## src/rtl/pif_pkg.sv

```systemverilog
package pif_pkg;
  localparam int FILT_RISE_BIT = 0;
  localparam int FILT_FALL_BIT = 1;

  typedef struct packed {
    logic clrWin;
    logic stepPre;
    logic stepDbc;
    logic loadOut;
  } pifStrobe_t;
endpackage

```

## src/rtl/pif_datapath.sv

```systemverilog
module pif_datapath
  import pif_pkg::*;
#(
  parameter int CNT_W = 4,
  parameter int PRE_W = 11
) (
  input  logic             clk,
  input  logic             rstN,
  input  logic             padIn,
  input  pifStrobe_t       strobe,
  output logic             syncLevel,
  output logic [PRE_W-1:0] preCnt,
  output logic [CNT_W-1:0] dbcCnt,
  output logic             filtOut
);
  logic [1:0] syncPipe;

  always_ff @(posedge clk or negedge rstN) begin
    if (!rstN) syncPipe <= '0;
    else       syncPipe <= {syncPipe[0], padIn};
  end
  assign syncLevel = syncPipe[1];

  always_ff @(posedge clk or negedge rstN) begin
    if (!rstN) filtOut <= 1'b0;
    else if (strobe.loadOut) filtOut <= syncLevel;
  end

  always_ff @(posedge clk or negedge rstN) begin
    if (!rstN) begin
      preCnt <= '0;
      dbcCnt <= '0;
    end else if (strobe.clrWin || strobe.loadOut) begin
      preCnt <= '0;
      dbcCnt <= '0;
    end else if (strobe.stepDbc) begin
      preCnt <= '0;
      dbcCnt <= dbcCnt + 1'b1;
    end else if (strobe.stepPre) begin
      preCnt <= preCnt + 1'b1;
    end
  end
endmodule

```

## src/rtl/pif_ctrl.sv

```systemverilog
module pif_ctrl
  import pif_pkg::*;
#(
  parameter int CNT_W  = 4,
  parameter int PRE_W  = 11,
  parameter int UNIT_A = 2,
  parameter int UNIT_B = 8,
  parameter int UNIT_C = 512,
  parameter int UNIT_D = 2048
) (
  input  logic             clk,
  input  logic             rstN,
  input  logic             slowTick,
  input  logic             syncLevel,
  input  logic             filtOut,
  input  logic [PRE_W-1:0] preCnt,
  input  logic [CNT_W-1:0] dbcCnt,
  input  logic [CNT_W-1:0] dbCount,
  input  logic [1:0]       dbUnitSel,
  input  logic [1:0]       dbMode,
  output pifStrobe_t       strobe
);
  localparam int PW1 = PRE_W + 1;
  localparam int CW1 = CNT_W + 1;

  logic [1:0]     primeCnt;
  logic           primed;
  logic [PW1-1:0] unitTicks;
  logic           mismatch, goingHigh, filterOn, preLast, dbcLast;

  always_ff @(posedge clk or negedge rstN) begin
    if (!rstN) primeCnt <= '0;
    else if (primeCnt != 2'd3) primeCnt <= primeCnt + 2'd1;
  end
  assign primed = (primeCnt == 2'd3);

  always_comb begin
    case (dbUnitSel)
      2'b00:   unitTicks = PW1'(UNIT_A);
      2'b01:   unitTicks = PW1'(UNIT_B);
      2'b10:   unitTicks = PW1'(UNIT_C);
      default: unitTicks = PW1'(UNIT_D);
    endcase
  end

  assign mismatch  = syncLevel ^ filtOut;
  assign goingHigh = syncLevel & ~filtOut;
  assign filterOn  = primed && (dbCount != '0) &&
                     (goingHigh ? dbMode[FILT_RISE_BIT] : dbMode[FILT_FALL_BIT]);
  assign preLast   = ({1'b0, preCnt} + PW1'(1)) >= unitTicks;
  assign dbcLast   = ({1'b0, dbcCnt} + CW1'(1)) >= {1'b0, dbCount};

  always_comb begin
    strobe = '0;
    if (!mismatch) begin
      strobe.clrWin = 1'b1;
    end else if (!filterOn) begin
      strobe.loadOut = 1'b1;
    end else if (slowTick) begin
      if (!preLast)     strobe.stepPre = 1'b1;
      else if (dbcLast) strobe.loadOut = 1'b1;
      else              strobe.stepDbc = 1'b1;
    end
  end
endmodule

```

## src/rtl/pin_input_filter.sv

```systemverilog
module pin_input_filter
  import pif_pkg::*;
#(
  parameter int CNT_W  = 4,
  parameter int UNIT_A = 2,
  parameter int UNIT_B = 8,
  parameter int UNIT_C = 512,
  parameter int UNIT_D = 2048
) (
  input  logic             clk,
  input  logic             rstN,
  input  logic             slowTick,
  input  logic             padIn,
  input  logic [CNT_W-1:0] dbCount,
  input  logic [1:0]       dbUnitSel,
  input  logic [1:0]       dbMode,
  output logic             filtOut
);
  localparam int MAX_AB   = (UNIT_A > UNIT_B) ? UNIT_A : UNIT_B;
  localparam int MAX_CD   = (UNIT_C > UNIT_D) ? UNIT_C : UNIT_D;
  localparam int UNIT_MAX = (MAX_AB > MAX_CD) ? MAX_AB : MAX_CD;
  localparam int PRE_W    = (UNIT_MAX > 2) ? $clog2(UNIT_MAX) : 1;

  pifStrobe_t       strobe;
  logic             syncLevel;
  logic [PRE_W-1:0] preCnt;
  logic [CNT_W-1:0] dbcCnt;

  pif_datapath #(.CNT_W(CNT_W), .PRE_W(PRE_W)) u_dp (
    .clk(clk), .rstN(rstN), .padIn(padIn), .strobe(strobe),
    .syncLevel(syncLevel), .preCnt(preCnt), .dbcCnt(dbcCnt), .filtOut(filtOut)
  );

  pif_ctrl #(.CNT_W(CNT_W), .PRE_W(PRE_W), .UNIT_A(UNIT_A), .UNIT_B(UNIT_B),
             .UNIT_C(UNIT_C), .UNIT_D(UNIT_D)) u_ctl (
    .clk(clk), .rstN(rstN), .slowTick(slowTick), .syncLevel(syncLevel),
    .filtOut(filtOut), .preCnt(preCnt), .dbcCnt(dbcCnt), .dbCount(dbCount),
    .dbUnitSel(dbUnitSel), .dbMode(dbMode), .strobe(strobe)
  );
endmodule

```

## config.mk

```make
export PLATFORM = sky130hd
export DESIGN_NAME = pin_input_filter
export DESIGN_NICKNAME = d
export VERILOG_FILES = /design/src/rtl/pif_pkg.sv /design/src/rtl/pif_datapath.sv /design/src/rtl/pif_ctrl.sv /design/src/rtl/pin_input_filter.sv
export SDC_FILE = /design/constraint.sdc
export NUM_CORES = 1
export LEC_CHECK = 0
export CAP_MARGIN = 20
export CORE_ASPECT_RATIO = 2
export CORE_MARGIN = 5
export CORE_UTILIZATION = 45
export CTS_BUF_LIST = sky130_fd_sc_hd__clkbuf_4 sky130_fd_sc_hd__clkbuf_8
export DETAILED_ROUTE_END_ITERATION = 8
export GPL_TIMING_DRIVEN = 0
export PLACE_DENSITY = 0.66
export SLEW_MARGIN = 10
export SYNTH_ARGS = -nofsm -noshare
export SYNTH_HDL_FRONTEND = slang
export SYNTH_SLANG_ARGS = --single-unit
```

## constraint.sdc

```tcl
create_clock -name clk -period 3.85 [get_ports clk]
set_input_delay 0.5775 -clock clk [delete_from_list [all_inputs] [get_ports clk]]
set_output_delay 0.5775 -clock clk [all_outputs]
set_load 0.01 [all_outputs]
```

# Word level (Yosys, flattened, before mapping)

Cells that the tools add are included.

Bits in registers: 20
Input port bits: 12
Output and inout port bits: 1

$add $sub $neg: 5
Order comparisons: 2
Equality and inequality tests: 4
Mux-type cells: 16
Bitwise gates (word level): 3
Reduce and logical (&&, ||, !) cells: 7

Operators with widths:

| operator                | number |
|---|---|
| $pmux W12 S3            | 1 |
| $mux W11                | 3 |
| $add A11 B1 Y12 const B | 1 |
| $ge A12 B12 Y1          | 1 |
| $add A11 B1 Y11 const B | 1 |
| $mux W4                 | 2 |
| $mux W1                 | 6 |
| $mux W3                 | 2 |
| $add A4 B1 Y5 const B   | 1 |
| $ge A5 B4 Y1            | 1 |
| $add A4 B1 Y4 const B   | 1 |
| $eq A2 B2 Y1 const B    | 2 |
| $mux W2                 | 2 |
| $reduce_bool A4 Y1      | 1 |
| $reduce_bool A3 Y1      | 1 |
| $add A2 B1 Y2 const B   | 1 |
| $eq A2 B1 Y1 const B    | 1 |
| $logic_and A1 B1 Y1     | 2 |
| $logic_not A2 Y1        | 1 |
| $ne A2 B2 Y1 const B    | 1 |
| $reduce_bool A2 Y1      | 1 |
| $and A1 B1 Y1           | 1 |
| $logic_or A1 B1 Y1      | 1 |
| $not A1 Y1              | 1 |
| $xor A1 B1 Y1           | 1 |

# Logic depth before layout (Yosys ltp)

Gate-level depths: netlist (run 1).

Word-level depth: 10
Mapped depth: 13
Gate-level depth less buffers: 12

# Cells and area by module

A second synthesis (run 1) with hierarchy kept.

Cells, all modules: 162
Area, all modules: 1535.2 um2

Modules (own cells, without submodules):

| module       | instances | cells each | area an instance (um2) | sequential area each (um2) |
|---|---|---|---|---|
| pif_datapath | 1         | 75         | 817.0                  | 450.4 |
| pif_ctrl     | 1         | 87         | 718.2                  | 50.0 |

# Worst setup path after synthesis (run 1)

Ideal clock, no wire load.

Kind: register -> register
Start: register u_dp.preCnt[2]
End: register u_dp.filtOut
Arrival: 2.634 ns
Slack: 1.090 ns
Stages on the path, launching flop included: 14
Clock period less this slack: 2.760 ns
Cell sequence: dfrtp_1 > buf_2 > nand3_2 > or2_1 > nor2_1 > nand3_1 > xnor2_1 > ha_1 > a311oi_1 > o31ai_1 > nand3_1 > o21ai_1 > nor2_1 > a311o_1

Word-level cells in the longest chain between the ends: 6

Ends and longest elaborated chain:

| item                   | line               | RTL |
|---|---|---|
| start, declared        | pif_datapath.sv:12 | `output logic [PRE_W-1:0] preCnt,` |
| start signal, assigned | pif_datapath.sv:40 | `preCnt <= preCnt + 1'b1;` |
| $add A11 B1 Y12        | pif_ctrl.sv:50     | `assign preLast = ({1'b0, preCnt} + PW1'(1)) >= unitTicks;` |
| $ge A12 B12 Y1         | pif_ctrl.sv:50     |  |
| $mux W2                | pif_ctrl.sv:60     | `if (!preLast) strobe.stepPre = 1'b1;` |
| $mux W3                | pif_ctrl.sv:59     | `end else if (slowTick) begin` |
| $mux W1                | pif_ctrl.sv:57     | `end else if (!filterOn) begin` |
| $mux W3                | pif_ctrl.sv:55     | `if (!mismatch) begin` |
| end signal, assigned   | pif_datapath.sv:26 | `else if (strobe.loadOut) filtOut <= syncLevel;` |
| end, declared          | pif_datapath.sv:14 | `output logic filtOut` |

No other way between the ends.
A chain may end at the register's enable or synchronous reset.

# Worst setup path in the final report (run 1)

Same ends and word-level chain as after synthesis.

==> metrics.md, run 1 <==
| Metric | Value |
|---|---|
| F_max | `0.302 GHz` |
| Core area | `3340 sq um` |
| Root Driver | `clkbuf_8` |
| Netlist cell types | `48` |
| PostCTS Resize Cnt | `0` |
| Initial Util | `45.8%` |
| HPWL after DPL | `2720 um` |
| Max-Slew Margin vs Limit | `39.8%` |
| Clk_lat worst skew | `0.25 ns` |
| WL per Instance | `15.3 um` |
| Cell Chain, Critical Path | `buf_2, nand3_2, or2_1, nor2_1, nand3_1, xnor2_1, ha_1, a211oi_1, o31ai_1, nand3_1, o21ai_1, nor2_1, a311o_1` |
| Seq cells post-synth | `20` |
| Post-route setup TNS | `0 ns` |
| IO Port Bufs | `11` |
| Power Density | `299 nW/um^2` |
| Hold-fix buffers, CTS | `0` |
| Wirelength, routed | `3480 um` |
| Reg2reg start | `u_dp.preCnt[2]$_DFFE_PN0P_` |
| Setup bufs post-CTS | `0` |
| Layout Area Growth over Synthesis | `13.4%` |
| GPL Wtd Cong | `0.892` |
| Die Height | `92.5 um` |
| Min-Delay Path Depth | `0` |
| GR Util All Layers | `16.6%` |
| CP max-delay cell | `o21ai_1` |
| Pleak | `0.705 nW` |
| Vias in the first global route | `1374` |
| Post-synth top area cell | `dfrtp_1` |
| Drt pass-1 iters | `6` |
| PnR worst setup slack | `0.538 ns` |
| Total gr overflow | `0` |
| WP data required | `3.99 ns` |
| Post-Synthesis Cells | `180` |
| Final nets | `220` |
| Top Family by Delay on Critical Path | `compound AO/OA/AOI/OAI gates` |
| Final hold violation count | `0` |
| Asr flop ratio synth | `100%` |
| Flop2flop setup slack | `0.54 ns` |
| Measured slew at the worst slew-check pin | `0.901 ns` |
| Vias per cell | `5.93` |
| FF-to-FF End | `u_dp.filtOut$_DFFE_PN0P_` |
| Worst-path clk slew | `0.07 ns` |
| Beginning of the worst hold path | `u_dp.syncPipe[0]$_DFF_PN0_` |
| DR vias | `1345` |
| Total power | `0.518 mW` |
| # rows | `30` |
| RSZ-0062 raised after global routing | `false` |
| Min cycle time layout | `3.31 ns` |
| Post-Place Setup Slack | `0.573 ns` |
| I/O pin cnt | `13` |
| Max-cap viol count | `0` |
| Startpoint Class | `register` |
| Crit path capture type | `register` |
| Clk_skew | `0.00211 ns` |
| Final setup fails | `0` |
| Largest net degree at the start of global routing | `21` |
| Critical path type | `reg2reg` |
| Post-synth top area share | `32.7%` |
| Largest cells by area after synthesis | `dfrtp_1, ha_1, nand2_1` |
| Synth Cell Area | `1530 sq um` |
| H-tree depth | `1` |
| Yosys Warn Count | `0` |
| Initial antenna violation count | `0` |
| Max Root-Sink Buffers | `2` |
| Sequential share of the synthesized area | `32.7%` |
| Placed cell area | `1680 sq um` |
| DRC violations left | `0` |
| Design area | `1740 sq um` |
| Die X-Extent | `51.2 um` |
| Synthesized Nets | `204` |
| CP peak stage delay | `0.37 ns` |
| Arrival time at the worst endpoint | `3.45 ns` |
| Outcome | `complete, no violations` |
| Violation count after the first detailed-route iteration | `30` |
| CTS tree | `built` |
| Hold crit path type | `reg2reg` |
| Overall die area | `4740 sq um` |
| Fillers | `322` |
| Clock buffer count from CTS | `3` |
| Max-slew violation count | `0` |
| Routed Antenna Nets | `0` |
| Worst vdd ir | `0.217 mV` |
| Fin crit share | `86.0%` |
| # diodes | `0` |
| Layout cells sized above 1 | `10.3%` |
| Post-synth EDFFs | `0` |
| Worst-path fanout max | `8` |
| Mapped Avg Cell Area | `8.50 sq um` |
| Buf/Inv on CP | `1` |
| Clock sink count | `20` |
| Main flop type after synthesis | `dfrtp_1` |
| First-pass GRT wire length | `6110 um` |
| Worst Hold Path EP | `u_dp.syncPipe[1]$_DFF_PN0_` |
| R2r worst-path depth | `13` |
-- where the power goes --
group          internal, mW  total (mW)  leakage (nW)  switching (mW)
clock network        0.0909       0.158        0.0288          0.0672
logic                0.0584       0.133         0.415          0.0748
registers             0.218       0.227         0.260         0.00843
total                 0.368       0.518         0.705           0.150
-- worst max-delay path by stage --
stage,startpoint,end,slack [ns],cells past startpoint
3_3_place_gp,u_dp.preCnt[2]$_DFFE_PN0P_,u_dp.filtOut$_DFFE_PN0P_,0.68,13
6_report,u_dp.preCnt[2]$_DFFE_PN0P_,u_dp.filtOut$_DFFE_PN0P_,0.54,13
3_5_place_dp,u_dp.preCnt[2]$_DFFE_PN0P_,u_dp.filtOut$_DFFE_PN0P_,0.57,13
2_1_floorplan,u_dp.preCnt[2]$_DFFE_PN0P_,u_dp.filtOut$_DFFE_PN0P_,1.09,13
5_1_grt,u_dp.preCnt[2]$_DFFE_PN0P_,u_dp.filtOut$_DFFE_PN0P_,0.25,13
4_1_cts,u_dp.preCnt[2]$_DFFE_PN0P_,u_dp.filtOut$_DFFE_PN0P_,0.56,13
-- worst register-to-register path: cells and delay by family (launching register included) --
family	cells	cell delay (ns)
AO/OA/AOI/OAI	4	1.11
buffers and inverters	1	0.19
flip-flops	1	0.32
AND/OR/NAND/NOR	6	1.02
XOR/XNOR	1	0.19
adder cells (fa/ha/maj)	1	0.36
-- per-layer routing --
layer  global-route usage [%]  up-vias  routed length [um]
met5                        0        -                   0
met4                     8.53        0                 155
met3                     1.93       13                 119
met2                     30.3       28                1860
met1                     18.2      631                1350
li1                         -      673                   -
-- state kept, by name, summed over array words and instances (netlist names) --
signal	count
u_dp.preCnt	11
u_dp.dbcCnt	4
u_ctl.primeCnt	2
u_dp.syncPipe	2
u_dp.filtOut	1
-- stage by stage --
| step | hold slack, ns | instances | utilization [%] |
|---|---|---|---|
| after floorplan | 0.282 | 180 | - |
| after global placement | 0.339 | 223 | 50.3 |
| after detailed placement | 0.340 | 223 | 50.3 |
| after CTS | 0.364 | 227 | 51.9 |
| after global routing | 0.365 | 227 | 51.9 |
| final | 0.357 | 227 | 51.9 |
-- placed cells by master (no fill, tap or decap), types with 5 or more instances in the layout --
cell type | Yosys | final
xnor2_1 | 5 | 5
a21o_1 | 7 | 7
nor2_1 | 11 | 11
clkdlybuf4s50_1 | 0 | 11
nand3_1 | 13 | 13
clkbuf_1 | 5 | 5
o21ai_0 | 5 | 5
ha_1 | 12 | 12
inv_1 | 6 | 6
nand2_1 | 26 | 26
a21oi_1 | 12 | 12
or3_1 | 6 | 6
dfrtp_1 | 20 | 20
-- layout make-up --
class,instances,area [sq um],area share [%]
timing repair buffer,11,110,6.34
buffer,8,40.0,2.31
tap,32,40.0,2.31
sequential,20,500,28.8
multi-input combinational,146,967,55.7
clock buffer,4,55.1,3.17
inverter,6,22.5,1.30
-- Yosys cell counts (2+ instances only) --
library cell	count
a21o_1	7
a21oi_1	12
a21oi_2	2
and3_1	2
clkbuf_1	5
dfrtp_1	20
ha_1	12
inv_1	6
mux2_2	2
nand2_1	26
nand2b_1	4
nand3_1	13
nand4_1	2
nor2_1	11
nor2b_1	4
nor3_1	4
o21ai_0	5
o31ai_1	2
or3_1	6
xnor2_1	5
xor2_1	3
-- cells by family after synthesis --
group / share of synthesized area [%]
AO/OA/AOI/OAI: 18.6
XOR/XNOR: 4.58
adder cells (fa/ha/maj): 9.81
buffers and inverters: 4.09
flip-flops: 32.7
multiplexers: 2.13
AND/OR/NAND/NOR: 28.0
No activity file was read; power rests on OpenSTA's default activity.
==> inputs of run 2 (changes only) <==
clock period = 3.6 ns   (was 3.85 ns; I/O delays follow)
==> results of run 2 <==
The final DEF is identical to that of run 1. Status: complete, no violations.
Main changes from that run: setup slack after placement 0.573 ns -> 0.323 ns; setup slack after layout 0.538 ns -> 0.288 ns; register-to-register setup slack 0.54 ns -> 0.29 ns; total power 0.518 mW -> 0.554 mW; worst IR drop on VDD 0.217 mV -> 0.232 mV
==> inputs of run 3 (changes only) <==
clock period = 3.7 ns   (was 3.6 ns; I/O delays follow)
==> results of run 3 <==
The final DEF is identical to that of run 1. Status: complete, no violations.
Main changes from that run: setup slack after placement 0.573 ns -> 0.423 ns; setup slack after layout 0.538 ns -> 0.388 ns; register-to-register setup slack 0.54 ns -> 0.39 ns; total power 0.518 mW -> 0.539 mW; worst IR drop on VDD 0.217 mV -> 0.225 mV
